### src/rtl/dma2d_pkg.sv
package dma2d_pkg;
  // stride direction encoding shared by both address sides
  typedef enum logic {
    STEP_ADD = 1'b0,
    STEP_SUB = 1'b1
  } step_dir_e;

  localparam int unsigned SIDES   = 2;
  localparam int unsigned SIDE_RD = 0;
  localparam int unsigned SIDE_WR = 1;
endpackage

### src/rtl/dma2d_beat_ctr.sv
module dma2d_beat_ctr #(
  parameter int CW = 16
) (
  input  logic          clk,
  input  logic          rst,
  input  logic          load,
  input  logic [CW-1:0] x_len,
  input  logic [CW-1:0] y_len,
  input  logic          adv,
  output logic          last_beat,
  output logic          last_row
);
  localparam logic [CW-1:0] ONE = CW'(1);

  logic [CW-1:0] xlen_q;
  logic [CW-1:0] x_q;
  logic [CW-1:0] y_q;

  always_ff @(posedge clk) begin
    if (rst) begin
      xlen_q <= '0;
      x_q    <= '0;
      y_q    <= '0;
    end else if (load) begin
      xlen_q <= x_len;
      x_q    <= x_len;
      y_q    <= y_len;
    end else if (adv) begin
      if (x_q == ONE) begin
        x_q <= xlen_q;
        y_q <= y_q - ONE;
      end else begin
        x_q <= x_q - ONE;
      end
    end
  end

  assign last_beat = (x_q == ONE);
  assign last_row  = (y_q == ONE);
endmodule

### src/rtl/dma2d_addr_side.sv
module dma2d_addr_side #(
  parameter int AW         = 32,
  parameter int BEAT_BYTES = 4
) (
  input  logic          clk,
  input  logic          rst,
  input  logic          load,
  input  logic [AW-1:0] base,
  input  logic [AW-1:0] stride,
  input  logic          dir,
  input  logic          beat_step,
  input  logic          row_step,
  output logic [AW-1:0] addr
);
  import dma2d_pkg::*;

  localparam logic [AW-1:0] BEAT_INC   = AW'(BEAT_BYTES);
  localparam logic [AW-1:0] ALIGN_MASK = ~(AW'(BEAT_BYTES - 1));

  logic [AW-1:0] row_q;
  logic [AW-1:0] addr_q;
  logic [AW-1:0] stride_q;
  step_dir_e     dir_q;
  logic [AW-1:0] stride_a;
  logic [AW-1:0] next_row;

  assign stride_a = stride_q & ALIGN_MASK;
  assign next_row = (dir_q == STEP_SUB) ? (row_q - stride_a) : (row_q + stride_a);

  always_ff @(posedge clk) begin
    if (rst) begin
      row_q    <= '0;
      addr_q   <= '0;
      stride_q <= '0;
      dir_q    <= STEP_ADD;
    end else if (load) begin
      row_q    <= base & ALIGN_MASK;
      addr_q   <= base & ALIGN_MASK;
      stride_q <= stride;
      dir_q    <= step_dir_e'(dir);
    end else if (row_step) begin
      row_q  <= next_row;
      addr_q <= next_row;
    end else if (beat_step) begin
      addr_q <= addr_q + BEAT_INC;
    end
  end

  assign addr = addr_q;
endmodule

### src/rtl/dma2d_addr_gen.sv
module dma2d_addr_gen #(
  parameter int AW         = 32,
  parameter int CW         = 16,
  parameter int BEAT_BYTES = 4
) (
  input  logic          clk,
  input  logic          rst,
  input  logic          start,
  input  logic [AW-1:0] src_base,
  input  logic [AW-1:0] dst_base,
  input  logic [CW-1:0] row_beats,
  input  logic [CW-1:0] row_count,
  input  logic [AW-1:0] src_stride,
  input  logic          src_dir,
  input  logic [AW-1:0] dst_stride,
  input  logic          dst_dir,
  output logic          beat_valid,
  input  logic          beat_ready,
  output logic [AW-1:0] rd_addr,
  output logic [AW-1:0] wr_addr,
  output logic          busy,
  output logic          done
);
  import dma2d_pkg::*;

  logic busy_q, valid_q, done_q;
  logic start_ok, zero_len, load, hs;
  logic last_beat, last_row;
  logic row_step, beat_step, finish;

  logic [AW-1:0] side_base   [SIDES];
  logic [AW-1:0] side_stride [SIDES];
  logic          side_dir    [SIDES];
  logic [AW-1:0] side_addr   [SIDES];

  assign start_ok  = start && !busy_q;
  assign zero_len  = (row_beats == '0) || (row_count == '0);
  assign load      = start_ok && !zero_len;
  assign hs        = valid_q && beat_ready;
  assign finish    = hs && last_beat && last_row;
  assign row_step  = hs && last_beat && !last_row;
  assign beat_step = hs && !last_beat;

  always_ff @(posedge clk) begin
    if (rst) begin
      busy_q  <= 1'b0;
      valid_q <= 1'b0;
      done_q  <= 1'b0;
    end else begin
      done_q <= 1'b0;
      if (start_ok) begin
        if (zero_len) begin
          done_q <= 1'b1;
        end else begin
          busy_q  <= 1'b1;
          valid_q <= 1'b1;
        end
      end else if (finish) begin
        busy_q  <= 1'b0;
        valid_q <= 1'b0;
        done_q  <= 1'b1;
      end
    end
  end

  dma2d_beat_ctr #(.CW(CW)) u_ctr (
    .clk       (clk),
    .rst       (rst),
    .load      (load),
    .x_len     (row_beats),
    .y_len     (row_count),
    .adv       (hs),
    .last_beat (last_beat),
    .last_row  (last_row)
  );

  assign side_base[SIDE_RD]   = src_base;
  assign side_base[SIDE_WR]   = dst_base;
  assign side_stride[SIDE_RD] = src_stride;
  assign side_stride[SIDE_WR] = dst_stride;
  assign side_dir[SIDE_RD]    = src_dir;
  assign side_dir[SIDE_WR]    = dst_dir;

  for (genvar s = 0; s < SIDES; s++) begin : g_side
    dma2d_addr_side #(.AW(AW), .BEAT_BYTES(BEAT_BYTES)) u_side (
      .clk       (clk),
      .rst       (rst),
      .load      (load),
      .base      (side_base[s]),
      .stride    (side_stride[s]),
      .dir       (side_dir[s]),
      .beat_step (beat_step),
      .row_step  (row_step),
      .addr      (side_addr[s])
    );
  end

  assign rd_addr    = side_addr[SIDE_RD];
  assign wr_addr    = side_addr[SIDE_WR];
  assign beat_valid = valid_q;
  assign busy       = busy_q;
  assign done       = done_q;
endmodule

### config.mk
export PLATFORM = sky130hd
export DESIGN_NAME = dma2d_addr_gen
export DESIGN_NICKNAME = d
export VERILOG_FILES = /design/src/rtl/dma2d_pkg.sv /design/src/rtl/dma2d_beat_ctr.sv /design/src/rtl/dma2d_addr_side.sv /design/src/rtl/dma2d_addr_gen.sv
export SDC_FILE = /design/constraint.sdc
export NUM_CORES = 1
export LEC_CHECK = 0
export BUFFER_PORTS_ARGS = -buffer_cell sky130_fd_sc_hd__buf_4
export CAP_MARGIN = 40
export CORE_MARGIN = 3
export CORE_UTILIZATION = 53
export DETAILED_ROUTE_END_ITERATION = 8
export PLACE_DENSITY_LB_ADDON = 0.25
export SLEW_MARGIN = 10
export SYNTH_ARGS = -nofsm -noshare
export SYNTH_HDL_FRONTEND = slang
export SYNTH_SLANG_ARGS = --single-unit
export TNS_END_PERCENT = 50
### constraint.sdc
create_clock -name clk -period 4.6 [get_ports clk]
set_clock_uncertainty 0.2 [all_clocks]
set_input_delay 0.23 -clock clk [delete_from_list [all_inputs] [get_ports clk]]
set_output_delay 0.23 -clock clk [all_outputs]
set_load 0.1 [all_outputs]
==> summary.md <==
| Metric | Value |
|---|---|
| Maximum level of the CTS H-tree | `1` |
| DIE AREA | `30600 um2` |
| Reg-to-reg slack, setup | `0.16 ns` |
| Routed WL | `52.7 mm` |
| Capturing instance or port of the critical path | `g_side[0].u_side.addr[31]` |
| LEAKAGE | `7.99 nW` |
| Arrival time of data at the critical path endpoint | `4.72 ns` |
| Mean instance size in the synthesized netlist | `approximately 7.3 um2` |
| Top library cells by usage in the layout, fill and taps aside | `nand2_1, a21oi_1, buf_4, dfxtp_1, nor2_1` |
| Vias in the first global route | `16300` |
| First DRT Iteration DRCs | `about 1700` |
| Critical Path Source Type | `register` |
| Clock sink count | `236` |
| Number of fill cells in the layout | `approximately 2200` |
| Crit end category | `register` |
| Cell count of the worst reg-to-reg path | `17` |
| Detailed Routing Iterations Pass 1 | `6` |
| Critical R2R Capture | `g_side[0].u_side.addr[31]` |
| Clock latency of the later-clocked register in the worst-skew pair | `0.55 ns` |
| Data required time of the critical path | `4.88 ns` |
| Cell Pwr Density | `343 nW/um2` |
| Number of maximum-capacitance violations | `0` |
| Total area of multi-input combinational cells | `9870 um2` |
| Number of flops mapped to enable cells by yosys | `0` |
| Num ports | `between 200 and 250` |
| Antenna viol nets, final | `0` |
| Hold Crit Class | `input pin to register` |
| TritonCTS buffer count | `27` |
| Met1 track demand over resource in global routing | `43.2%` |
| Tcrit/Tclk final | `96.5%` |
| Antenna violations before repair | `0` |
| Wire length of the first global-routing pass | `~83 mm` |
| Met3 global-route usage | `5.56%` |
| Crit. Startpoint | `g_side[0].u_side.stride_q[9]` |
| Std cell rows | `61` |
| Weighted congestion at the end of routability-driven global placement | `0.919` |
| Fraction of the yosys area taken by sequential cells | `31.3%` |
| Relative area change from synthesis to final layout | `31.0%` |
| Width of the chip | `175 um` |
| Commonest non-fill, non-tap cell in the layout | `nand2_1` |
| Mean number of vias per cell | `6.12` |
| Synth warnings | `0` |
| Actual slew at the worst max-slew pin | `~0.9 ns` |
| DRC viols | `0` |
| Post-detailed-placement half-perimeter wirelength | `34.3 mm` |
| FF/Latch Area | `4720 um2` |
| Worst VDD drop | `0.246 mV` |
| Overall overflow remaining after global route | `0` |
| Vias | `17200` |
| Run status | `finished clean` |
| Maximum number of pins on one net before global-route repair | `about 150` |
| Relative slew slack | `40.0%` |
| Post-route total power | `6.79 mW` |
| Number of instances in the synthesized netlist | `2073` |
| Floorplan die height | `175 um` |
| Share of Yosys cell area claimed by the top area cell type | `about 31%` |
| Synthesized net count | `between 2000 and 2500` |
| Reg clk slew, reported paths | `approximately 0.06 ns` |
| Area leader, netlist | `dfxtp_1` |
| Share of flip-flops with an asynchronous set or reset after synthesis | `0%` |
| Core Region | `roughly 28000 um2` |
| Highest net fanout along the worst path | `6` |
| Most used routing layer | `met2` |
| Post-synthesis instance area | `15100 um2` |
| Routed len/inst | `18.8 um` |
| CTS tree | `built` |
| GR met2 Demand/Resource | `54.0%` |
| Initial Util | `54.1%` |
| Clock tree root buffer cell | `clkbuf_16` |
| GRT Total Usage | `32.6%` |
| Share of layout cells above drive strength 1 | `14.6%` |
| Number of hold-slack violations in the final timing report | `0` |
| Final cell count without fillers | `2809` |
| Number of flip-flops and latches in the synthesized netlist | `around 240` |
| Max-slew violations | `0` |
| Final core occ | `70.9%` |
| Max Fclk | `0.225 GHz` |
| Maximum count of clock buffers along a single path | `3` |
| Ys flop type | `dfxtp_1` |
| Net count reported at finish | `2644` |
| Post-synthesis cell type count | `78` |
| Port bufs | `224` |
| Total Neg Setup Slack | `0 ns` |
| Setup-violating endpoint count in the final report | `0` |
| Critical register-to-register path startpoint | `g_side[0].u_side.stride_q[9]` |
| Final critical-path required period | `approximately 4.4 ns` |
| Count of inserted antenna diode cells | `0` |
| Cell types with the largest area share after synthesis | `dfxtp_1, a21oi_1, nand2_1` |
| Cell total after placement | `2601` |
| Category of the most critical setup path | `register to register` |
==> metrics by stage <==
stage | hold slack (ns) | area, um2 | setup WS [ns]
final | 0.0581 | 19800 | 0.160
after CTS | 0.0587 | 19700 | 0.0367
after global placement | 0.239 | 17200 | 0.135
after floorplan | 0.166 | 15100 | 0.188
after global routing | 0.0973 | 19800 | -0.102
after detailed placement | 0.244 | 17300 | -0.129
==> routing by layer <==
layer  share of wire [%]  wire length (um)
met1                  42             22200
met2                  46             24500
met3                 8.5              4470
met4                 3.1              1610
met5                   0                 0
==> kinds of logic after synthesis <==
logic type	synth area share [%]
compound gates	26.5
fa+ha+maj	5.73
buf+inv	4.41
simple gates	24.4
flops	31.3
mux	0.530
xor+xnor	7.18
==> cell usage after synthesis (11+ instances only) <==
| cell type | n |
|---|---|
| o211ai_1 | 26 |
| inv_1 | 49 |
| o31ai_1 | 12 |
| a21o_1 | 23 |
| nor2_1 | 181 |
| nand2_1 | 357 |
| a31oi_1 | 48 |
| nand2b_1 | 17 |
| nand4_1 | 19 |
| dfxtp_1 | 236 |
| or4_1 | 12 |
| or3_1 | 12 |
| o21bai_1 | 13 |
| a21oi_1 | 286 |
| o21a_1 | 11 |
| nor4_1 | 26 |
| nand3_1 | 56 |
| buf_1 | 16 |
| xnor2_1 | 92 |
| nor3_1 | 56 |
| ha_1 | 66 |
| xor2_1 | 32 |
| a221oi_1 | 16 |
| clkbuf_1 | 101 |
| a211oi_1 | 36 |
| and3_1 | 18 |
| a22oi_1 | 15 |
| o21ai_0 | 93 |
==> state kept, by name (all words and copies together), names as in the netlist <==
signal	flops
beat_valid	1
done	1
g_side.u_side.addr	64
g_side.u_side.dir_q	2
g_side.u_side.row_q	60
g_side.u_side.stride_q	60
u_ctr.x_q	16
u_ctr.xlen_q	16
u_ctr.y_q	16
==> layout make-up <==
cell class / instances / share of cell area (%)
multi-input cells: 1664 / 49.8
flip-flops and latches: 236 / 23.9
repair buffers: 432 / 18.6
clock buffers: 40 / 3.96
well taps: 378 / 2.39
inverters: 49 / 0.928
clock inverters: 10 / 0.430
==> power by group <==
group / switching, mW / total (mW) / internal, mW / leakage [nW]
sequential: 0.152 / 2.33 / 2.18 / 1.94
combinational: 1.39 / 2.30 / 0.915 / 5.62
clock: 0.918 / 2.15 / 1.23 / 0.431
==> worst min-delay path by stage <==
| stage | startpoint | endpoint | slack [ns] | cells past startpoint |
|---|---|---|---|---|
| detailed placement | u_ctr.xlen_q[1] | u_ctr.xlen_q[1] | 0.24 | 2 |
| floorplan | src_stride[31] | g_side[0].u_side.stride_q[31] | 0.17 | 2 |
| finish | dst_base[27] | g_side[1].u_side.row_q[27] | 0.06 | 5 |
| global placement | u_ctr.xlen_q[0] | u_ctr.xlen_q[0] | 0.24 | 2 |
| CTS | dst_base[27] | g_side[1].u_side.row_q[27] | 0.06 | 5 |
| global route | dst_base[27] | g_side[1].u_side.row_q[27] | 0.1 | 5 |
==> worst max-delay path: stages (launching register included) <==
cell	delay, ns
dfxtp_1	0.37
or4_4	0.58
nor4_4	0.19
buf_4	0.19
nor4b_2	0.23
buf_4	0.21
a31oi_1	0.11
xnor2_1	0.28
ha_1	0.34
a21oi_1	0.22
o21bai_1	0.09
a21o_1	0.20
a21o_1	0.18
nand2_1	0.08
a21oi_1	0.09
o311ai_0	0.45
o41ai_2	0.17
o21ai_0	0.17
==> repair_timing <==
| item | in CTS | in global routing |
|---|---|---|
| resized for setup | 3 | 17 |
| hold endpoints to repair | 227 | 0 |
| hold buffers | 157 | 0 |
| pin swaps | 0 | 5 |
| setup endpoints to repair | 7 | 28 |
| buffers inserted | 0 | 0 |
(Power assumes the default switching activity.)
